**src/rtl/tw_pkg.sv**
```systemverilog
// Package: shared types and constants of the three-wire register slave.
package tw_pkg;
    // Frame sequencer states.
    typedef enum logic [2:0] {
        ST_IDLE  = 3'd0,
        ST_CTRL  = 3'd1,
        ST_WDATA = 3'd2,
        ST_RDATA = 3'd3,
        ST_WAIT  = 3'd4
    } tw_state_e;
endpackage

```
**src/rtl/tw_bus_sync.sv**
```systemverilog
// Module: tw_bus_sync
// Brings the three asynchronous bus lines into the system clock domain through
// a chain of STAGES flops. It also produces a one-cycle pulse for each rising
// edge of the bus clock.
// Assumes every bus clock phase lasts several system clocks.
module tw_bus_sync #(
    parameter int STAGES = 2
) (
    input  logic clk,
    input  logic rst_n,
    input  logic bus_clk,
    input  logic bus_sel_n,
    input  logic sdio_in,
    output logic clk_rise,
    output logic sel_n_s,
    output logic sdio_s
);
    // Bit order inside each stage: {data, select, clock}.
    localparam logic [2:0] IDLE_VAL = 3'b010;

    logic [2:0] chain [STAGES];
    logic       clk_prev;

    genvar g;
    generate
        for (g = 0; g < STAGES; g++) begin : g_stage
            if (g == 0) begin : g_first
                // Purpose: first capture of the raw pads.
                always_ff @(posedge clk) begin
                    if (!rst_n) chain[0] <= IDLE_VAL;
                    else        chain[0] <= {sdio_in, bus_sel_n, bus_clk};
                end
            end else begin : g_next
                // Purpose: further resolution stage.
                always_ff @(posedge clk) begin
                    if (!rst_n) chain[g] <= IDLE_VAL;
                    else        chain[g] <= chain[g-1];
                end
            end
        end
    endgenerate

    // Purpose: remember the last synchronised bus clock level for edge detection.
    always_ff @(posedge clk) begin
        if (!rst_n) clk_prev <= 1'b0;
        else        clk_prev <= chain[STAGES-1][0];
    end

    assign clk_rise = chain[STAGES-1][0] & ~clk_prev;
    assign sel_n_s  = chain[STAGES-1][1];
    assign sdio_s   = chain[STAGES-1][2];

    // A rise pulse never lasts two cycles.
    AST_RISE_PULSE: assert property (@(posedge clk) disable iff (!rst_n)
        clk_rise |=> !clk_rise) else $error("rise pulse too long");
endmodule

```
**src/rtl/tw_reg_bank.sv**
```systemverilog
// Module: tw_reg_bank
// Bank of 2**ADDR_W registers, each DATA_W bits wide. It has one synchronous
// write port and a combinational read port. The bank is also presented as a
// flat vector.
// Assumes wr_en is a single-cycle pulse.
module tw_reg_bank #(
    parameter int DATA_W = 16,
    parameter int ADDR_W = 4
) (
    input  logic                              clk,
    input  logic                              rst_n,
    input  logic                              wr_en,
    input  logic [ADDR_W-1:0]                 wr_addr,
    input  logic [DATA_W-1:0]                 wr_data,
    input  logic [ADDR_W-1:0]                 rd_addr,
    output logic [DATA_W-1:0]                 rd_data,
    output logic [(2**ADDR_W)*DATA_W-1:0]     bank_flat
);
    localparam int NUM_REGS = 2**ADDR_W;

    logic [DATA_W-1:0] regs_q [NUM_REGS];

    genvar i;
    generate
        for (i = 0; i < NUM_REGS; i++) begin : g_reg
            // Purpose: hold one register; load it when addressed by a write.
            always_ff @(posedge clk) begin
                if (!rst_n)
                    regs_q[i] <= '0;
                else if (wr_en && (wr_addr == ADDR_W'(i)))
                    regs_q[i] <= wr_data;
            end
            assign bank_flat[i*DATA_W +: DATA_W] = regs_q[i];
        end
    endgenerate

    assign rd_data = regs_q[rd_addr];

    AST_BANK_HOLD: assert property (@(posedge clk) disable iff (!rst_n)
        !wr_en |=> $stable(bank_flat)) else $error("bank changed without write");
    AST_WR_SINGLE: assert property (@(posedge clk) disable iff (!rst_n)
        wr_en |=> !wr_en) else $error("write pulse too long");
endmodule

```
**src/rtl/tw_frame_ctrl.sv**
```systemverilog
// Module: tw_frame_ctrl
// Frame sequencer. It assembles the 9-bit control word and checks the chip
// identity. It then either collects 16 write bits or shifts out 16 read bits.
// It drops the frame whenever the synchronised select line is high.
// Assumes its inputs come from tw_bus_sync.
module tw_frame_ctrl
    import tw_pkg::*;
#(
    parameter int          DATA_W  = 16,
    parameter int          ADDR_W  = 4,
    parameter int          CHIP_W  = 4,
    parameter logic [3:0]  CHIP_ID = 4'b0110
) (
    input  logic              clk,
    input  logic              rst_n,
    input  logic              clk_rise,
    input  logic              sel_n_s,
    input  logic              sdio_s,
    input  logic [DATA_W-1:0] rd_data,
    output logic [ADDR_W-1:0] rd_addr,
    output logic              wr_en,
    output logic [ADDR_W-1:0] wr_addr,
    output logic [DATA_W-1:0] wr_data,
    output logic              sdio_out,
    output logic              sdio_oe
);
    localparam int CTRL_W = CHIP_W + 1 + ADDR_W;
    localparam int CNT_W  = $clog2(DATA_W + 1);
    localparam int RW_POS = ADDR_W + 1;

    tw_state_e          state_q;
    logic [CNT_W-1:0]   cnt_q;
    logic [CTRL_W-2:0]  ctrl_q;
    logic [DATA_W-1:0]  data_q;
    logic [ADDR_W-1:0]  addr_q;
    logic               drive_q;
    logic               bit_q;

    logic [CTRL_W-1:0]  word;
    logic [CHIP_W-1:0]  chip_rx;
    logic               rw_rx;
    logic               last_ctrl;
    logic               last_wbit;

    // Decode of the control word, including the bit arriving now.
    assign word      = {ctrl_q, sdio_s};
    assign chip_rx   = {word[CTRL_W-1 -: CHIP_W-1], word[ADDR_W]};
    assign rw_rx     = word[RW_POS];
    assign rd_addr   = word[ADDR_W-1:0];
    assign last_ctrl = (state_q == ST_CTRL) && (cnt_q == CNT_W'(CTRL_W-1));
    assign last_wbit = (state_q == ST_WDATA) && (cnt_q == CNT_W'(DATA_W-1));

    assign wr_en   = clk_rise && !sel_n_s && last_wbit;
    assign wr_addr = addr_q;
    assign wr_data = {data_q[DATA_W-2:0], sdio_s};

    // Purpose: advance the frame on each rising bus edge; drop it when select is high.
    always_ff @(posedge clk) begin
        if (!rst_n) begin
            state_q <= ST_IDLE;
            cnt_q   <= '0;
            ctrl_q  <= '0;
            data_q  <= '0;
            addr_q  <= '0;
            drive_q <= 1'b0;
            bit_q   <= 1'b0;
        end else if (sel_n_s) begin
            state_q <= ST_IDLE;
            cnt_q   <= '0;
            drive_q <= 1'b0;
        end else if (clk_rise) begin
            unique case (state_q)
                ST_IDLE: begin
                    ctrl_q  <= {{(CTRL_W-2){1'b0}}, sdio_s};
                    cnt_q   <= CNT_W'(1);
                    state_q <= ST_CTRL;
                end
                ST_CTRL: begin
                    if (last_ctrl) begin
                        cnt_q  <= '0;
                        addr_q <= word[ADDR_W-1:0];
                        if (chip_rx != CHIP_ID) begin
                            state_q <= ST_WAIT;
                        end else if (rw_rx) begin
                            data_q  <= rd_data;
                            state_q <= ST_RDATA;
                        end else begin
                            state_q <= ST_WDATA;
                        end
                    end else begin
                        ctrl_q <= {ctrl_q[CTRL_W-3:0], sdio_s};
                        cnt_q  <= cnt_q + CNT_W'(1);
                    end
                end
                ST_WDATA: begin
                    data_q <= {data_q[DATA_W-2:0], sdio_s};
                    cnt_q  <= cnt_q + CNT_W'(1);
                    if (last_wbit) state_q <= ST_WAIT;
                end
                ST_RDATA: begin
                    if (cnt_q < CNT_W'(DATA_W)) begin
                        drive_q <= 1'b1;
                        bit_q   <= data_q[DATA_W-1];
                        data_q  <= {data_q[DATA_W-2:0], 1'b0};
                        cnt_q   <= cnt_q + CNT_W'(1);
                    end else begin
                        drive_q <= 1'b0;
                        state_q <= ST_WAIT;
                    end
                end
                default: ;
            endcase
        end
    end

    assign sdio_out = bit_q;
    assign sdio_oe  = drive_q & ~sel_n_s;

    AST_OE_READ_ONLY: assert property (@(posedge clk) disable iff (!rst_n)
        sdio_oe |-> (state_q == ST_RDATA)) else $error("drive outside read");
    AST_WDATA_CNT: assert property (@(posedge clk) disable iff (!rst_n)
        (state_q == ST_WDATA) |-> (cnt_q < CNT_W'(DATA_W))) else $error("write count overrun");
    AST_SEL_ABORTS: assert property (@(posedge clk) disable iff (!rst_n)
        sel_n_s |=> (state_q == ST_IDLE && !drive_q)) else $error("select high did not abort");
    AST_WR_LAST: assert property (@(posedge clk) disable iff (!rst_n)
        wr_en |=> (state_q == ST_WAIT)) else $error("write not at frame end");
    AST_CTRL_NO_DRIVE: assert property (@(posedge clk) disable iff (!rst_n)
        (state_q == ST_CTRL) |-> !drive_q) else $error("drive during control word");
endmodule

```
**src/rtl/tw_reg_slave.sv**
```systemverilog
// Module: tw_reg_slave (top)
// Three-wire register access slave: a bus synchroniser, a frame sequencer and
// a register bank.
// Assumes the system clock is several times faster than the bus clock.
module tw_reg_slave #(
    parameter int         DATA_W      = 16,
    parameter int         ADDR_W      = 4,
    parameter int         SYNC_STAGES = 2,
    parameter logic [3:0] CHIP_ID     = 4'b0110
) (
    input  logic                           clk,
    input  logic                           rst_n,
    input  logic                           bus_clk,
    input  logic                           bus_sel_n,
    input  logic                           sdio_in,
    output logic                           sdio_out,
    output logic                           sdio_oe,
    output logic [(2**ADDR_W)*DATA_W-1:0]  regs_flat
);
    logic              clk_rise;
    logic              sel_n_s;
    logic              sdio_s;
    logic [ADDR_W-1:0] rd_addr;
    logic [DATA_W-1:0] rd_data;
    logic              wr_en;
    logic [ADDR_W-1:0] wr_addr;
    logic [DATA_W-1:0] wr_data;

    tw_bus_sync #(.STAGES(SYNC_STAGES)) u_sync (
        .clk(clk), .rst_n(rst_n), .bus_clk(bus_clk), .bus_sel_n(bus_sel_n),
        .sdio_in(sdio_in), .clk_rise(clk_rise), .sel_n_s(sel_n_s), .sdio_s(sdio_s)
    );

    tw_frame_ctrl #(.DATA_W(DATA_W), .ADDR_W(ADDR_W), .CHIP_W(4), .CHIP_ID(CHIP_ID)) u_frame (
        .clk(clk), .rst_n(rst_n), .clk_rise(clk_rise), .sel_n_s(sel_n_s),
        .sdio_s(sdio_s), .rd_data(rd_data), .rd_addr(rd_addr), .wr_en(wr_en),
        .wr_addr(wr_addr), .wr_data(wr_data), .sdio_out(sdio_out), .sdio_oe(sdio_oe)
    );

    tw_reg_bank #(.DATA_W(DATA_W), .ADDR_W(ADDR_W)) u_bank (
        .clk(clk), .rst_n(rst_n), .wr_en(wr_en), .wr_addr(wr_addr),
        .wr_data(wr_data), .rd_addr(rd_addr), .rd_data(rd_data), .bank_flat(regs_flat)
    );

    AST_WR_SEL_LOW: assert property (@(posedge clk) disable iff (!rst_n)
        wr_en |-> !bus_sel_n || !sel_n_s) else $error("write while deselected");
endmodule

```
**config.mk**
```make
export PLATFORM = sky130hd
export DESIGN_NAME = tw_reg_slave
export DESIGN_NICKNAME = d
export VERILOG_FILES = /design/src/rtl/tw_pkg.sv /design/src/rtl/tw_bus_sync.sv /design/src/rtl/tw_reg_bank.sv /design/src/rtl/tw_frame_ctrl.sv /design/src/rtl/tw_reg_slave.sv
export SDC_FILE = /design/constraint.sdc
export NUM_CORES = 1
export LEC_CHECK = 0
export ABC_AREA = 1
export BUFFER_PORTS_ARGS = -buffer_cell sky130_fd_sc_hd__buf_2
export CAP_MARGIN = 20
export CORE_ASPECT_RATIO = 1.4
export CORE_MARGIN = 2
export CORE_UTILIZATION = 40
export CTS_BUF_LIST = sky130_fd_sc_hd__clkbuf_4 sky130_fd_sc_hd__clkbuf_8
export CTS_CLUSTER_DIAMETER = 40
export CTS_CLUSTER_SIZE = 12
export DETAILED_ROUTE_END_ITERATION = 6
export GPL_TIMING_DRIVEN = 0
export HOLD_SLACK_MARGIN = 0.03
export PLACE_DENSITY = 0.69
export SLEW_MARGIN = 15
export SYNTH_ARGS = -nofsm -noshare
export SYNTH_HDL_FRONTEND = slang
export SYNTH_SLANG_ARGS = --single-unit
```
**constraint.sdc**
```tcl
create_clock -name clk -period 2.9 [get_ports clk]
set_input_delay 0.145 -clock clk [delete_from_list [all_inputs] [get_ports clk]]
set_output_delay 0.145 -clock clk [all_outputs]
set_load 0.01 [all_outputs]
```
==> run summary <==
The average wire per standard cell came out at 21.46 um. The total placed instance area came out at about 16,000 um^2. The number of cell rows is 81. The final worst-path setup slack came out at ~0.18 ns. Setup repair after global routing left no endpoint under its margin. The initial utilization of the core area, before any placement, comes to 0.4068. Summing all flip-flop and latch instances after layout gives approximately 8600 um^2.

The area overhead of the layout relative to synthesis is 20.43%. The x dimension of the die is ~160 um. The share of synthesized registers carrying an async set or reset is 0. The cell family with the largest share of critical-path delay is simple AND/OR/NAND/NOR gates. The number of hold-slack violations in the final timing report came out at 0. TritonCTS built the clock tree. The post-place setup slack came out at -0.01335 ns. The area enclosed by the die boundary came out at ~37,000 um^2. The setup total negative slack is 0 ns.

The data arrival time at the worst-slack endpoint came out at around 3.0 ns. The summed instance area of the synthesized netlist is 14,220 um^2. Counting flops and latches in the post-synthesis netlist gives ~300. The number of unique standard cell types used by synthesis is 30. The total number of nets in the final design came out at 1,947. The total grt overflow came out at 0. The global-route wire length before repair is about 75,000 um. Among all stages on the critical path, the largest delay is contributed by sky130_fd_sc_hd__o21ai_4. The final RePlAce weighted congestion came out at approximately 0.97.

The I/O pin total came out at 263. The synthesized net count came out at about 1,600. In the global route stage, overall resource usage came out at 0.2761. The total leakage power is between 0.007 and 0.008 uW. The fill cell instance count of the final layout came out at between 3,000 and 4,000. The multi-input combinational cell area is 4606 um^2.

STA classifies the critical path startpoint as a flip-flop. The largest incremental delay on the critical path is about 0.51 ns. The number of detailed-routing iterations run before antenna repair is 6. The number of vias after detailed routing came out at 12,670.

The run finished with clean final reports. The clock sink total is roughly 300. Walking the worst path, the cells encountered are ha_1, nand2_1, nor2_1, ha_1, nand3_4, nor3_4, inv_2, o21ai_4. In the routed design, unresolved DRC markers number 0. The clock latency reported for the late side of the worst-skew pair came out at about 0.6 ns. The number of synthesis warnings came out at 0. The tree is rooted in a sky130_fd_sc_hd__clkbuf_8. The count of endpoints failing setup in the final report is 0. The part of the Yosys area used for sequential elements came out at 0.6038.

The final wirelength came out at 51,890 um. Along the worst path, the maximum fanout reaches 16. The peak clock frequency supported by timing is roughly 370 MHz. The peak supply drop is around 360 uV. The number of slew-limit violations in the final report came out at 0. The worst max-slew margin expressed relative to the limit is 0.3810. The worst setup path is captured at a flip-flop. Dividing total power by cell area gives a power density of 529.0 nW/um^2. The number of antenna violations at the first check in global routing is 0. The share of the core filled with cells came out at 0.4899.

In this run the standard cell core region covers between 30,000 and 40,000 um^2. The area of all placed cells without fillers came out at around 17,000 um^2. The post-route clock period utilization is 0.9390.

The required time of the critical path is 3.12 ns. In the routed layout, each cell is associated on average with a via count of between 5 and 6. The maximum number of pins on one net before global-route repair is 17. The register clock-pin slew on the reported worst setup and hold paths came out at about 0.080 ns. The cell count after synthesis came out at 1,621. For this run, the leading register cell type out of synthesis is sky130_fd_sc_hd__edfxtp_1. The path class of the tightest hold or removal check is input port to flip-flop.

The number of max-cap violations is 0. Among the stages of the critical path, the cell type that occurs most often is sky130_fd_sc_hd__ha_1. The number of setup buffers added after CTS is 0. The worst setup path is of the flip-flop to flip-flop kind. Counting the buffers created by CTS gives 37.

The ratio of cells with drive above 1 in the final layout came out at 0.2232. The initial detailed-routing violation count is between 1,000 and 1,500. No sink is reached through more buffers than the 3 on the longest clock path.

For the pin with the worst max-slew slack, the measured transition is ~0.93 ns. The placed wire-length estimate after detailed placement came out at around 40,000 um. The H-tree depth came out at 2. In this run the tool buffered the top-level ports with ~260 buffer cells.

The worst setup skew after layout is roughly 0.029 ns. The number of global-route vias before repair is ~12,000. The remaining antenna violation count after routing is 0. The mean instance size in the synthesized netlist came out at slightly below 9 um^2. The number of synthesized flops with an enable pin came out at 256. The minimum clock period is between 2 and 3 ns. The chip height is 227.1 um.

The total buffers and inverters traversed by the critical path is 1. The antenna diode count is 0.
-- state kept, by name, summed over array words and instances, names as in the netlist, 3 cells and up --
| name | flops |
|---|---|
| u_bank.regs_q | 256 |
| u_frame.data_q | 16 |
| u_frame.ctrl_q | 8 |
| u_sync.chain | 6 |
| u_frame.cnt_q | 5 |
| u_frame.wr_addr | 4 |
| u_frame.state_q | 3 |
-- report_power, final --
group	switching, uW	internal (uW)
combinational	533	262
sequential	149	4870
clock	1690	1560
-- cells in the final DEF (no fill, tap or decap), types with 2 or more instances in the layout --
cell / Yosys / layout
sky130_fd_sc_hd__clkbuf_8: 0 / 40
sky130_fd_sc_hd__buf_8: 0 / 2
sky130_fd_sc_hd__nor3_2: 4 / 4
sky130_fd_sc_hd__o21ai_2: 0 / 14
sky130_fd_sc_hd__a211oi_1: 8 / 8
sky130_fd_sc_hd__inv_2: 11 / 11
sky130_fd_sc_hd__dlygate4sd3_1: 0 / 3
sky130_fd_sc_hd__buf_1: 11 / 11
sky130_fd_sc_hd__edfxtp_1: 256 / 256
sky130_fd_sc_hd__nand3_4: 5 / 5
sky130_fd_sc_hd__bufinv_16: 0 / 2
sky130_fd_sc_hd__clkinv_1: 5 / 7
sky130_fd_sc_hd__clkbuf_4: 0 / 6
sky130_fd_sc_hd__dfxtp_1: 45 / 45
sky130_fd_sc_hd__or2_2: 2 / 2
sky130_fd_sc_hd__o21ai_4: 0 / 2
sky130_fd_sc_hd__nor2_2: 40 / 40
sky130_fd_sc_hd__o21ai_0: 31 / 19
sky130_fd_sc_hd__clkbuf_1: 68 / 68
sky130_fd_sc_hd__clkinvlp_4: 0 / 3
sky130_fd_sc_hd__inv_6: 0 / 2
sky130_fd_sc_hd__a21oi_1: 31 / 31
sky130_fd_sc_hd__clkinv_2: 0 / 5
sky130_fd_sc_hd__inv_1: 166 / 166
sky130_fd_sc_hd__ha_1: 3 / 3
sky130_fd_sc_hd__nand2_1: 423 / 423
sky130_fd_sc_hd__o211ai_1: 3 / 3
sky130_fd_sc_hd__nand3_1: 186 / 186
sky130_fd_sc_hd__nand4_1: 4 / 4
sky130_fd_sc_hd__buf_6: 4 / 17
sky130_fd_sc_hd__buf_2: 16 / 277
sky130_fd_sc_hd__nor2_1: 288 / 288
-- synth_stat cells (16+ instances only) --
master / number / area (um^2)
sky130_fd_sc_hd__a21oi_1: 31 / 155.2
sky130_fd_sc_hd__buf_2: 16 / 80.08
sky130_fd_sc_hd__nor2_1: 288 / 1081
sky130_fd_sc_hd__nand3_1: 186 / 930.9
sky130_fd_sc_hd__nand2_1: 423 / 1588
sky130_fd_sc_hd__o21ai_0: 31 / 155.2
sky130_fd_sc_hd__clkbuf_1: 68 / 255.2
sky130_fd_sc_hd__dfxtp_1: 45 / 900.9
sky130_fd_sc_hd__edfxtp_1: 256 / 7687
sky130_fd_sc_hd__inv_1: 166 / 623.1
sky130_fd_sc_hd__nor2_2: 40 / 250.2
-- cells by family (layout without fill, tap and decap cells) --
logic type,after synthesis,count (layout),synth area share
flops,301,301,0.6038
xor+xnor,1,1,0.0006159
buf+inv,281,622,0.07767
simple gates,957,957,0.2857
fa+ha+maj,3,3,0.002639
compound gates,78,78,0.02956
-- metrics by stage --
stage,hold slack (ns),instances,total power (uW)
floorplan,0.2426,1621,5467
detailed placement,0.3328,2353,5902
CTS,0.2176,2418,9064
global route,0.2495,2418,9328
finish,0.2486,2418,9063
global placement,0.3321,2338,5866
-- final timing paths --
kind | cells past startpoint | to | start | slack [ns]
max | 8 | u_bank.regs_q[7][13] | u_frame.cnt_q[0] | 0.18
min | 3 | u_frame.ctrl_q[7] | rst_n | 0.25
max reg2reg | 8 | u_bank.regs_q[7][13] | u_frame.cnt_q[0] | 0.18
min reg2reg | 1 | u_sync.chain[1][1] | u_sync.chain[0][1] | 0.42
-- tightest hold or removal path, stage by stage --
cell and delay [ns]:
sky130_fd_sc_hd__clkbuf_1 0.26, sky130_fd_sc_hd__clkinv_1 0.29, sky130_fd_sc_hd__a211oi_1 0.08
-- repair_timing --
action,in CTS,in global routing
endpoints found under the hold margin,3,0
resized for setup,1,1
gates cloned,0,0
endpoints found under the setup margin,16,10
hold buffers,3,0
-- cell type report --
type	count	share of cell area
inverters	182	0.03988
multi-input cells	1039	0.2689
well taps	456	0.03331
flip-flops and latches	301	0.5014
clock inverters	16	0.008911
clock buffers	46	0.03477
repair buffers	279	0.08831
plain buffers	99	0.02461
-- layer usage --
| layer | share of wire | up-vias | global-route usage |
|---|---|---|---|
| met2 | 0.50 | 703 | 0.4826 |
| met3 | 0.090 | 154 | 0.05465 |
| met4 | 0.057 | 0 | 0.1462 |
| met1 | 0.36 | 5989 | 0.3188 |
| met5 | 0 | - | 0 |
| li1 | - | 5824 | - |
Power figures use the tool's default switching activity.
